$ cat src/rtl/i2c_reg_pkg.sv
package i2c_reg_pkg;
  localparam int unsigned BYTE_W   = 8;
  localparam int unsigned BIT_CW   = $clog2(BYTE_W + 1);

  typedef enum logic [3:0] {
    ST_IDLE,
    ST_DEV,
    ST_DEV_ACK,
    ST_PTR,
    ST_PTR_ACK,
    ST_WDAT,
    ST_WDAT_ACK,
    ST_RDAT,
    ST_SKIP
  } slv_state_e;
endpackage

$ cat src/rtl/i2c_line_sync.sv
module i2c_line_sync #(
  parameter int unsigned STAGES  = 2,
  parameter logic        RST_VAL = 1'b1
) (
  input  logic clk_i,
  input  logic rst_ni,
  input  logic d_i,
  output logic q_o
);
  logic [STAGES-1:0] chain_q;

  generate
    for (genvar s = 0; s < STAGES; s++) begin : g_stage
      if (s == 0) begin : g_first
        always_ff @(posedge clk_i or negedge rst_ni)
          if (!rst_ni) chain_q[0] <= RST_VAL;
          else         chain_q[0] <= d_i;
      end else begin : g_next
        always_ff @(posedge clk_i or negedge rst_ni)
          if (!rst_ni) chain_q[s] <= RST_VAL;
          else         chain_q[s] <= chain_q[s-1];
      end
    end
  endgenerate

  assign q_o = chain_q[STAGES-1];
endmodule

$ cat src/rtl/i2c_bus_cond.sv
module i2c_bus_cond #(
  parameter int unsigned SYNC_STAGES = 2
) (
  input  logic clk_i,
  input  logic rst_ni,
  input  logic scl_i,
  input  logic sda_i,
  output logic sda_o,
  output logic scl_rise_o,
  output logic scl_fall_o,
  output logic start_o,
  output logic stop_o
);
  localparam int unsigned NLINES = 2;

  logic [NLINES-1:0] raw_w, sync_w, prev_q;

  assign raw_w = {sda_i, scl_i};

  generate
    for (genvar l = 0; l < NLINES; l++) begin : g_line
      i2c_line_sync #(.STAGES(SYNC_STAGES), .RST_VAL(1'b1)) u_sync (
        .clk_i (clk_i),
        .rst_ni(rst_ni),
        .d_i   (raw_w[l]),
        .q_o   (sync_w[l])
      );
    end
  endgenerate

  always_ff @(posedge clk_i or negedge rst_ni)
    if (!rst_ni) prev_q <= '1;
    else         prev_q <= sync_w;

  logic scl_s, sda_s, scl_p, sda_p;
  assign scl_s = sync_w[0];
  assign sda_s = sync_w[1];
  assign scl_p = prev_q[0];
  assign sda_p = prev_q[1];

  assign sda_o      = sda_s;
  assign scl_rise_o = scl_s & ~scl_p;
  assign scl_fall_o = ~scl_s & scl_p;
  // conditions need SCL high on both samples
  assign start_o    = scl_s & scl_p & sda_p & ~sda_s;
  assign stop_o     = scl_s & scl_p & ~sda_p & sda_s;
endmodule

$ cat src/rtl/i2c_slave_fsm.sv
module i2c_slave_fsm
  import i2c_reg_pkg::*;
#(
  parameter logic [6:0] DEV_ADDR = 7'h74
) (
  input  logic              clk_i,
  input  logic              rst_ni,
  input  logic              scl_rise_i,
  input  logic              scl_fall_i,
  input  logic              start_i,
  input  logic              stop_i,
  input  logic              sda_i,
  output logic              sda_oe_o,
  output logic [BYTE_W-1:0] reg_addr_o,
  output logic [BYTE_W-1:0] reg_wdata_o,
  output logic              reg_we_o,
  output logic              reg_re_o,
  input  logic [BYTE_W-1:0] reg_rdata_i,
  output logic              idle_o
);
  localparam logic [BIT_CW-1:0] LAST_BIT = BIT_CW'(BYTE_W);

  slv_state_e        st_q;
  logic [BIT_CW-1:0] cnt_q;
  logic [BYTE_W-1:0] sh_q, tx_q, ptr_q, wdat_q;
  logic              oe_q, rd_q, we_q, re_q;
  logic              byte_done;

  assign byte_done = scl_fall_i && (cnt_q == LAST_BIT);

  always_ff @(posedge clk_i or negedge rst_ni) begin
    if (!rst_ni) begin
      st_q   <= ST_IDLE;
      cnt_q  <= '0;
      sh_q   <= '0;
      tx_q   <= '0;
      ptr_q  <= '0;
      wdat_q <= '0;
      oe_q   <= 1'b0;
      rd_q   <= 1'b0;
      we_q   <= 1'b0;
      re_q   <= 1'b0;
    end else begin
      we_q <= 1'b0;
      re_q <= 1'b0;
      if (stop_i) begin
        st_q <= ST_IDLE;
        oe_q <= 1'b0;
      end else if (start_i) begin
        st_q  <= ST_DEV;
        oe_q  <= 1'b0;
        cnt_q <= '0;
      end else begin
        unique case (st_q)
          ST_DEV, ST_PTR, ST_WDAT: begin
            if (scl_rise_i) begin
              sh_q  <= {sh_q[BYTE_W-2:0], sda_i};
              cnt_q <= cnt_q + 1'b1;
            end else if (byte_done) begin
              cnt_q <= '0;
              if (st_q == ST_DEV) begin
                if (sh_q[BYTE_W-1:1] == DEV_ADDR) begin
                  oe_q <= 1'b1;
                  rd_q <= sh_q[0];
                  re_q <= sh_q[0];
                  st_q <= ST_DEV_ACK;
                end else begin
                  st_q <= ST_SKIP;
                end
              end else if (st_q == ST_PTR) begin
                ptr_q <= sh_q;
                oe_q  <= 1'b1;
                st_q  <= ST_PTR_ACK;
              end else begin
                wdat_q <= sh_q;
                we_q   <= 1'b1;
                oe_q   <= 1'b1;
                st_q   <= ST_WDAT_ACK;
              end
            end
          end
          ST_DEV_ACK: begin
            if (scl_fall_i) begin
              cnt_q <= '0;
              if (rd_q) begin
                tx_q <= reg_rdata_i;
                oe_q <= ~reg_rdata_i[BYTE_W-1];
                st_q <= ST_RDAT;
              end else begin
                oe_q <= 1'b0;
                st_q <= ST_PTR;
              end
            end
          end
          ST_PTR_ACK: begin
            if (scl_fall_i) begin
              oe_q <= 1'b0;
              st_q <= ST_WDAT;
            end
          end
          ST_WDAT_ACK: begin
            if (scl_fall_i) begin
              oe_q <= 1'b0;
              st_q <= ST_SKIP;
            end
          end
          ST_RDAT: begin
            if (scl_rise_i) begin
              cnt_q <= cnt_q + 1'b1;
            end else if (byte_done) begin
              oe_q  <= 1'b0;
              cnt_q <= '0;
              st_q  <= ST_SKIP;
            end else if (scl_fall_i) begin
              tx_q <= {tx_q[BYTE_W-2:0], 1'b0};
              oe_q <= ~tx_q[BYTE_W-2];
            end
          end
          default: ;
        endcase
      end
    end
  end

  assign sda_oe_o    = oe_q;
  assign reg_addr_o  = ptr_q;
  assign reg_wdata_o = wdat_q;
  assign reg_we_o    = we_q;
  assign reg_re_o    = re_q;
  assign idle_o      = (st_q == ST_IDLE);
endmodule

$ cat src/rtl/i2c_reg_slave.sv
module i2c_reg_slave #(
  parameter logic [6:0]  DEV_ADDR    = 7'h74,
  parameter int unsigned SYNC_STAGES = 2
) (
  input  logic       clk_i,
  input  logic       rst_ni,
  input  logic       scl_i,
  input  logic       sda_i,
  output logic       sda_oe_o,
  output logic [7:0] reg_addr_o,
  output logic [7:0] reg_wdata_o,
  output logic       reg_we_o,
  input  logic [7:0] reg_rdata_i,
  output logic       reg_re_o
);
  logic sda_w, scl_rise_w, scl_fall_w, start_w, stop_w, idle_w;

  i2c_bus_cond #(.SYNC_STAGES(SYNC_STAGES)) u_cond (
    .clk_i     (clk_i),
    .rst_ni    (rst_ni),
    .scl_i     (scl_i),
    .sda_i     (sda_i),
    .sda_o     (sda_w),
    .scl_rise_o(scl_rise_w),
    .scl_fall_o(scl_fall_w),
    .start_o   (start_w),
    .stop_o    (stop_w)
  );

  i2c_slave_fsm #(.DEV_ADDR(DEV_ADDR)) u_fsm (
    .clk_i      (clk_i),
    .rst_ni     (rst_ni),
    .scl_rise_i (scl_rise_w),
    .scl_fall_i (scl_fall_w),
    .start_i    (start_w),
    .stop_i     (stop_w),
    .sda_i      (sda_w),
    .sda_oe_o   (sda_oe_o),
    .reg_addr_o (reg_addr_o),
    .reg_wdata_o(reg_wdata_o),
    .reg_we_o   (reg_we_o),
    .reg_re_o   (reg_re_o),
    .reg_rdata_i(reg_rdata_i),
    .idle_o     (idle_w)
  );
endmodule

$ cat config.mk
export PLATFORM = sky130hd
export DESIGN_NAME = i2c_reg_slave
export DESIGN_NICKNAME = d
export VERILOG_FILES = /design/src/rtl/i2c_reg_pkg.sv /design/src/rtl/i2c_line_sync.sv /design/src/rtl/i2c_bus_cond.sv /design/src/rtl/i2c_slave_fsm.sv /design/src/rtl/i2c_reg_slave.sv
export SDC_FILE = /design/constraint.sdc
export NUM_CORES = 1
export LEC_CHECK = 0
export ABC_AREA = 1
export BUFFER_PORTS_ARGS = -buffer_cell sky130_fd_sc_hd__buf_2
export CAP_MARGIN = 20
export CORE_MARGIN = 5
export CORE_UTILIZATION = 55
export CTS_CLUSTER_DIAMETER = 120
export DETAILED_ROUTE_END_ITERATION = 6
export GPL_TIMING_DRIVEN = 0
export MAX_ROUTING_LAYER = met4
export PLACE_DENSITY = 0.77
export SLEW_MARGIN = 20
export SYNTH_ARGS = -nofsm -noshare
export SYNTH_HDL_FRONTEND = slang
export SYNTH_SLANG_ARGS = --single-unit
$ cat constraint.sdc
create_clock -name clk_i -period 1.8 [get_ports clk_i]
set_input_delay 0.36 -clock clk_i [delete_from_list [all_inputs] [get_ports clk_i]]
set_output_delay 0.36 -clock clk_i [all_outputs]
set_load 0.02 [all_outputs]
==> key figures <==
Run status
  • Status: finished clean

Yosys
  • Area leader, netlist: dfrtp_1
  • Top cell type's share of synthesized area: 0.457
  • Synth Cell Area: 2350 µm²
  • Ys Warns: 0
  • Synth unique cells: 25
  • Syn nets: between 200 and 300
  • Seq cells post-synth: 49
  • Synthesized area per cell: around 8.6 µm²
  • Seq/Total Area, Yosys: 0.524
  • Top post-synthesis cells by area: dfrtp_1 (46%), nand2_1 (13%), dfstp_2 (6.7%), o21ai_0 (5.7%), inv_1 (5.1%)
  • Syn Inst Count: roughly 270

Worst setup path
  • Critical path type: flop to flop
  • Register-to-Register Setup Slack: around 0.12 ns
  • Startpoint Class: flop
  • CP Data Required Time: 1.99 ns
  • Max Fanout on Critical Path: 10
  • CP max stage cell: dfstp_2
  • CP startpoint: u_cond.prev_q[0]
  • Cell mode on critical path: inv_2
  • WP data arrival: about 1.9 ns
  • Max incr delay on CP: between 0.5 and 0.6 ns
  • CP endpoint kind: flop
  • R2r endpoint: u_fsm.reg_wdata_o[7]
  • CP delay by family, top: flip-flops
  • CP cell instances: inv_1 > nor2_4 > nand3_2 > inv_2 > nand2_2 > inv_2 > nand2_4 > buf_6 > nand2_1 > o21ai_2
  • Crit path depth: 10
  • Reg-to-reg startpoint: u_cond.prev_q[0]
  • Buf+Inv Stages, Crit Path: 4
  • Worst Reg-to-Reg Cells: 10

Clock network
  • Clock Path Buffers: 2
  • Clock root buffer: clkbuf_8
  • CTS tree: built
  • Hold buffer count at CTS: 0
  • Clk_lat worst skew: approximately 0.30 ns
  • CTS H-tree depth: 2
  • CTS clk-pin slew, worst paths: 0.09 ns
  • CTS sink count: 49
  • CTS buffer count: 5

Global routing
  • Met3 track demand over resource: 0.0330
  • Number of global-route vias before repair: 1699
  • GRT Overall Usage: 0.185
  • Met1 Resource Use GR: 0.269
  • Grt ovf: 0
  • First-pass GRT wire length: approximately 8 mm
  • Most used routing layer: met1
  • Initial antenna violation count: 0
  • Largest net degree at the start of global routing: 50
  • Met2 usage: 0.266

Detailed routing
  • DRC: 0
  • Via count: 1822
  • Via density: ~5.0
  • DRT iter0 DRCs: approximately 130
  • DR WL/cell: between 10 and 15 µm
  • Number of detailed-route iterations in the first pass: 4
  • Post-DRT Antenna Nets: 0
  • Drt total wl: 4.59 mm

Floorplan
  • Io pins: 31
  • DIE WIDTH: 75.4 µm
  • Die footprint: roughly 5700 µm²
  • Row cnt: 23
  • Core footprint: between 4000 and 5000 µm²
  • Chip height: roughly 75 µm
  • Initial Util: 0.576

STA
  • Slew @ Worst Pin: 0.602 ns
  • Fmax: slightly below 600 MHz
  • Final worst slack: around 0.12 ns
  • Final Max Slew Viols: 0
  • RSZ-0062 raised after global routing: false
  • Clock Skew: 0.00539 ns
  • Final worst path period share: 0.932
  • Final setup vio count: 0
  • Final Hold Viols: 0
  • Total negative slack: 0 ns
  • Crit path time final: 1.68 ns
  • Relative max-transition margin: 0.599

Finish
  • Layout fillers: 361
  • Post-route cell area: 2660 µm²
  • Final nets: between 300 and 400
  • Area Growth Syn to Fin: 13.2%
  • Ant diodes: 0
  • Share of layout cells above drive strength 1: 0.264

Power
  • Worst VDD drop: ~0.0006 V
  • Flop pwr share: 0.452
  • Gate power share: 0.352
  • Switch Pwr: 1.24 mW
  • Sw Ratio: 0.390
  • Pint: 1.95 mW
  • Clock share of power: 0.196
  • Leakage: roughly 1.4 nW
  • PD cells: approximately 1200 nW/µm²

Hold path
  • Worst hold-check path type: primary input to asynchronous set/reset pin

Placed design
  • DP Worst Slack: between 0.1 and 0.15 ns
  • Port Buffer Count: 30
  • Placed cell area: around 2600 µm²
  • Routability cong.: 0.915
  • HPWL after DPL: around 3.4 mm

Flow run
  • Maxcap violations: 0
## layer usage
layer	up-vias	wire [µm]
met5	-	0
met4	0	49
met3	7	166
met1	850	2300
met2	28	2070
li1	937	-
## cell usage after synthesis
cell type and instances:
a21oi_1 2, a21oi_4 1, a31oi_1 1, buf_2 3
buf_6 3, dfrtp_1 43, dfstp_2 6, ha_1 2
inv_1 32, inv_2 5, nand2_1 79, nand2_2 8
nand2_4 1, nand3_1 18, nand3_2 3, nand4_1 2
nand4_2 1, nor2_1 15, nor2_4 4, nor3_1 2
nor4_1 1, o21ai_0 27, o21ai_1 1, o21ai_2 11
xor2_1 2
## how the worst max path moves through the flow
| stage | to |
|---|---|
| after floorplan | u_fsm.reg_addr_o[5] |
| after global placement | u_fsm.reg_addr_o[5] |
| after detailed placement | u_fsm.reg_addr_o[5] |
| after CTS | u_fsm.reg_addr_o[5] |
| after global routing | u_fsm.reg_addr_o[3] |
| final | u_fsm.reg_wdata_o[7] |
## cells in the final DEF, fill, tap and decap left out
| cell type | netlist | layout |
|---|---|---|
| a21oi_1 | 2 | 2 |
| a21oi_4 | 1 | 1 |
| a31oi_1 | 1 | 1 |
| buf_2 | 3 | 31 |
| buf_4 | 0 | 1 |
| buf_6 | 3 | 3 |
| clkbuf_1 | 0 | 2 |
| clkbuf_4 | 0 | 1 |
| clkbuf_8 | 0 | 5 |
| clkinvlp_4 | 0 | 1 |
| dfrtp_1 | 43 | 43 |
| dfstp_2 | 6 | 6 |
| ha_1 | 2 | 2 |
| inv_1 | 32 | 32 |
| inv_2 | 5 | 5 |
| nand2_1 | 79 | 79 |
| nand2_2 | 8 | 8 |
| nand2_4 | 1 | 1 |
| nand3_1 | 18 | 18 |
| nand3_2 | 3 | 3 |
| nand4_1 | 2 | 2 |
| nand4_4 | 0 | 1 |
| nor2_1 | 15 | 15 |
| nor2_4 | 4 | 4 |
| nor3_1 | 2 | 2 |
| nor4_1 | 1 | 1 |
| o21ai_0 | 27 | 27 |
| o21ai_1 | 1 | 1 |
| o21ai_2 | 11 | 11 |
| xor2_1 | 2 | 2 |
## worst register-to-register path: cells and delay by family, from the launching register on
kind	cells	cell delay (ns)
flip-flops	1	0.55
AND/OR/NAND/NOR	5	0.54
AO/OA/AOI/OAI	1	0.05
buffers and inverters	4	0.43
## cell families (layout without fill, tap and decap cells)
group                      Yosys count  after routing  synth area share
AOI/OAI and AO/OA                   43             43             0.114
xor gates and xnor gates             2              2           0.00744
adders and majority gates            2              2            0.0106
buffers and inverters               43             81            0.0797
DFF                                 49             49             0.524
and+or+nand+nor                    134            134             0.264
## area by class of cell
class	instances	area (µm²)	share of cell area
timing repair buffer	30	153	0.0573
clock buffer	7	76.3	0.0287
clock inverter	1	7.51	0.00282
inverter	37	139	0.0521
multi-input combinational	181	941	0.353
tap	50	62.6	0.0235
sequential	49	1230	0.463
buffer	6	51.3	0.0193
## flip-flops by register name, indices dropped and copies added, names as in the netlist, 2 cells and up
| signal | flops |
|---|---|
| u_cond.g_line.u_sync.q_o | 2 |
| u_fsm.reg_wdata_o | 8 |
| u_fsm.st_q | 4 |
| u_fsm.cnt_q | 4 |
| u_fsm.tx_q | 7 |
| u_cond.g_line.u_sync.chain_q | 2 |
| u_fsm.sh_q | 8 |
| u_fsm.reg_addr_o | 8 |
| u_cond.prev_q | 2 |
## what timing repair did
action	CTS	global route
hold endpoints to repair	0	0
endpoints found under the setup margin	0	5
gates resized for setup	0	2
buffers inserted	0	0
## per-stage QoR
stage	instances	hold slack, ns	power [mW]	utilization
6_report	361	0.0487	3.19	0.652
5_1_grt	361	0.112	3.45	0.652
4_1_cts	361	0.145	3.20	0.649
3_5_place_dp	353	0.347	2.57	0.628
3_3_place_gp	353	0.347	2.53	0.628
2_1_floorplan	273	0.0644	2.31	-
## power by group through the flow
stage / Sequential, mW / Combinational, mW / Clock, mW
floorplan: 1.44 / 0.865 / 0
global placement: 1.45 / 1.08 / 0
detailed placement: 1.46 / 1.11 / 0
CTS: 1.44 / 1.12 / 0.644
global route: 1.47 / 1.29 / 0.690
finish: 1.44 / 1.12 / 0.627
(Power assumes the default switching activity.)
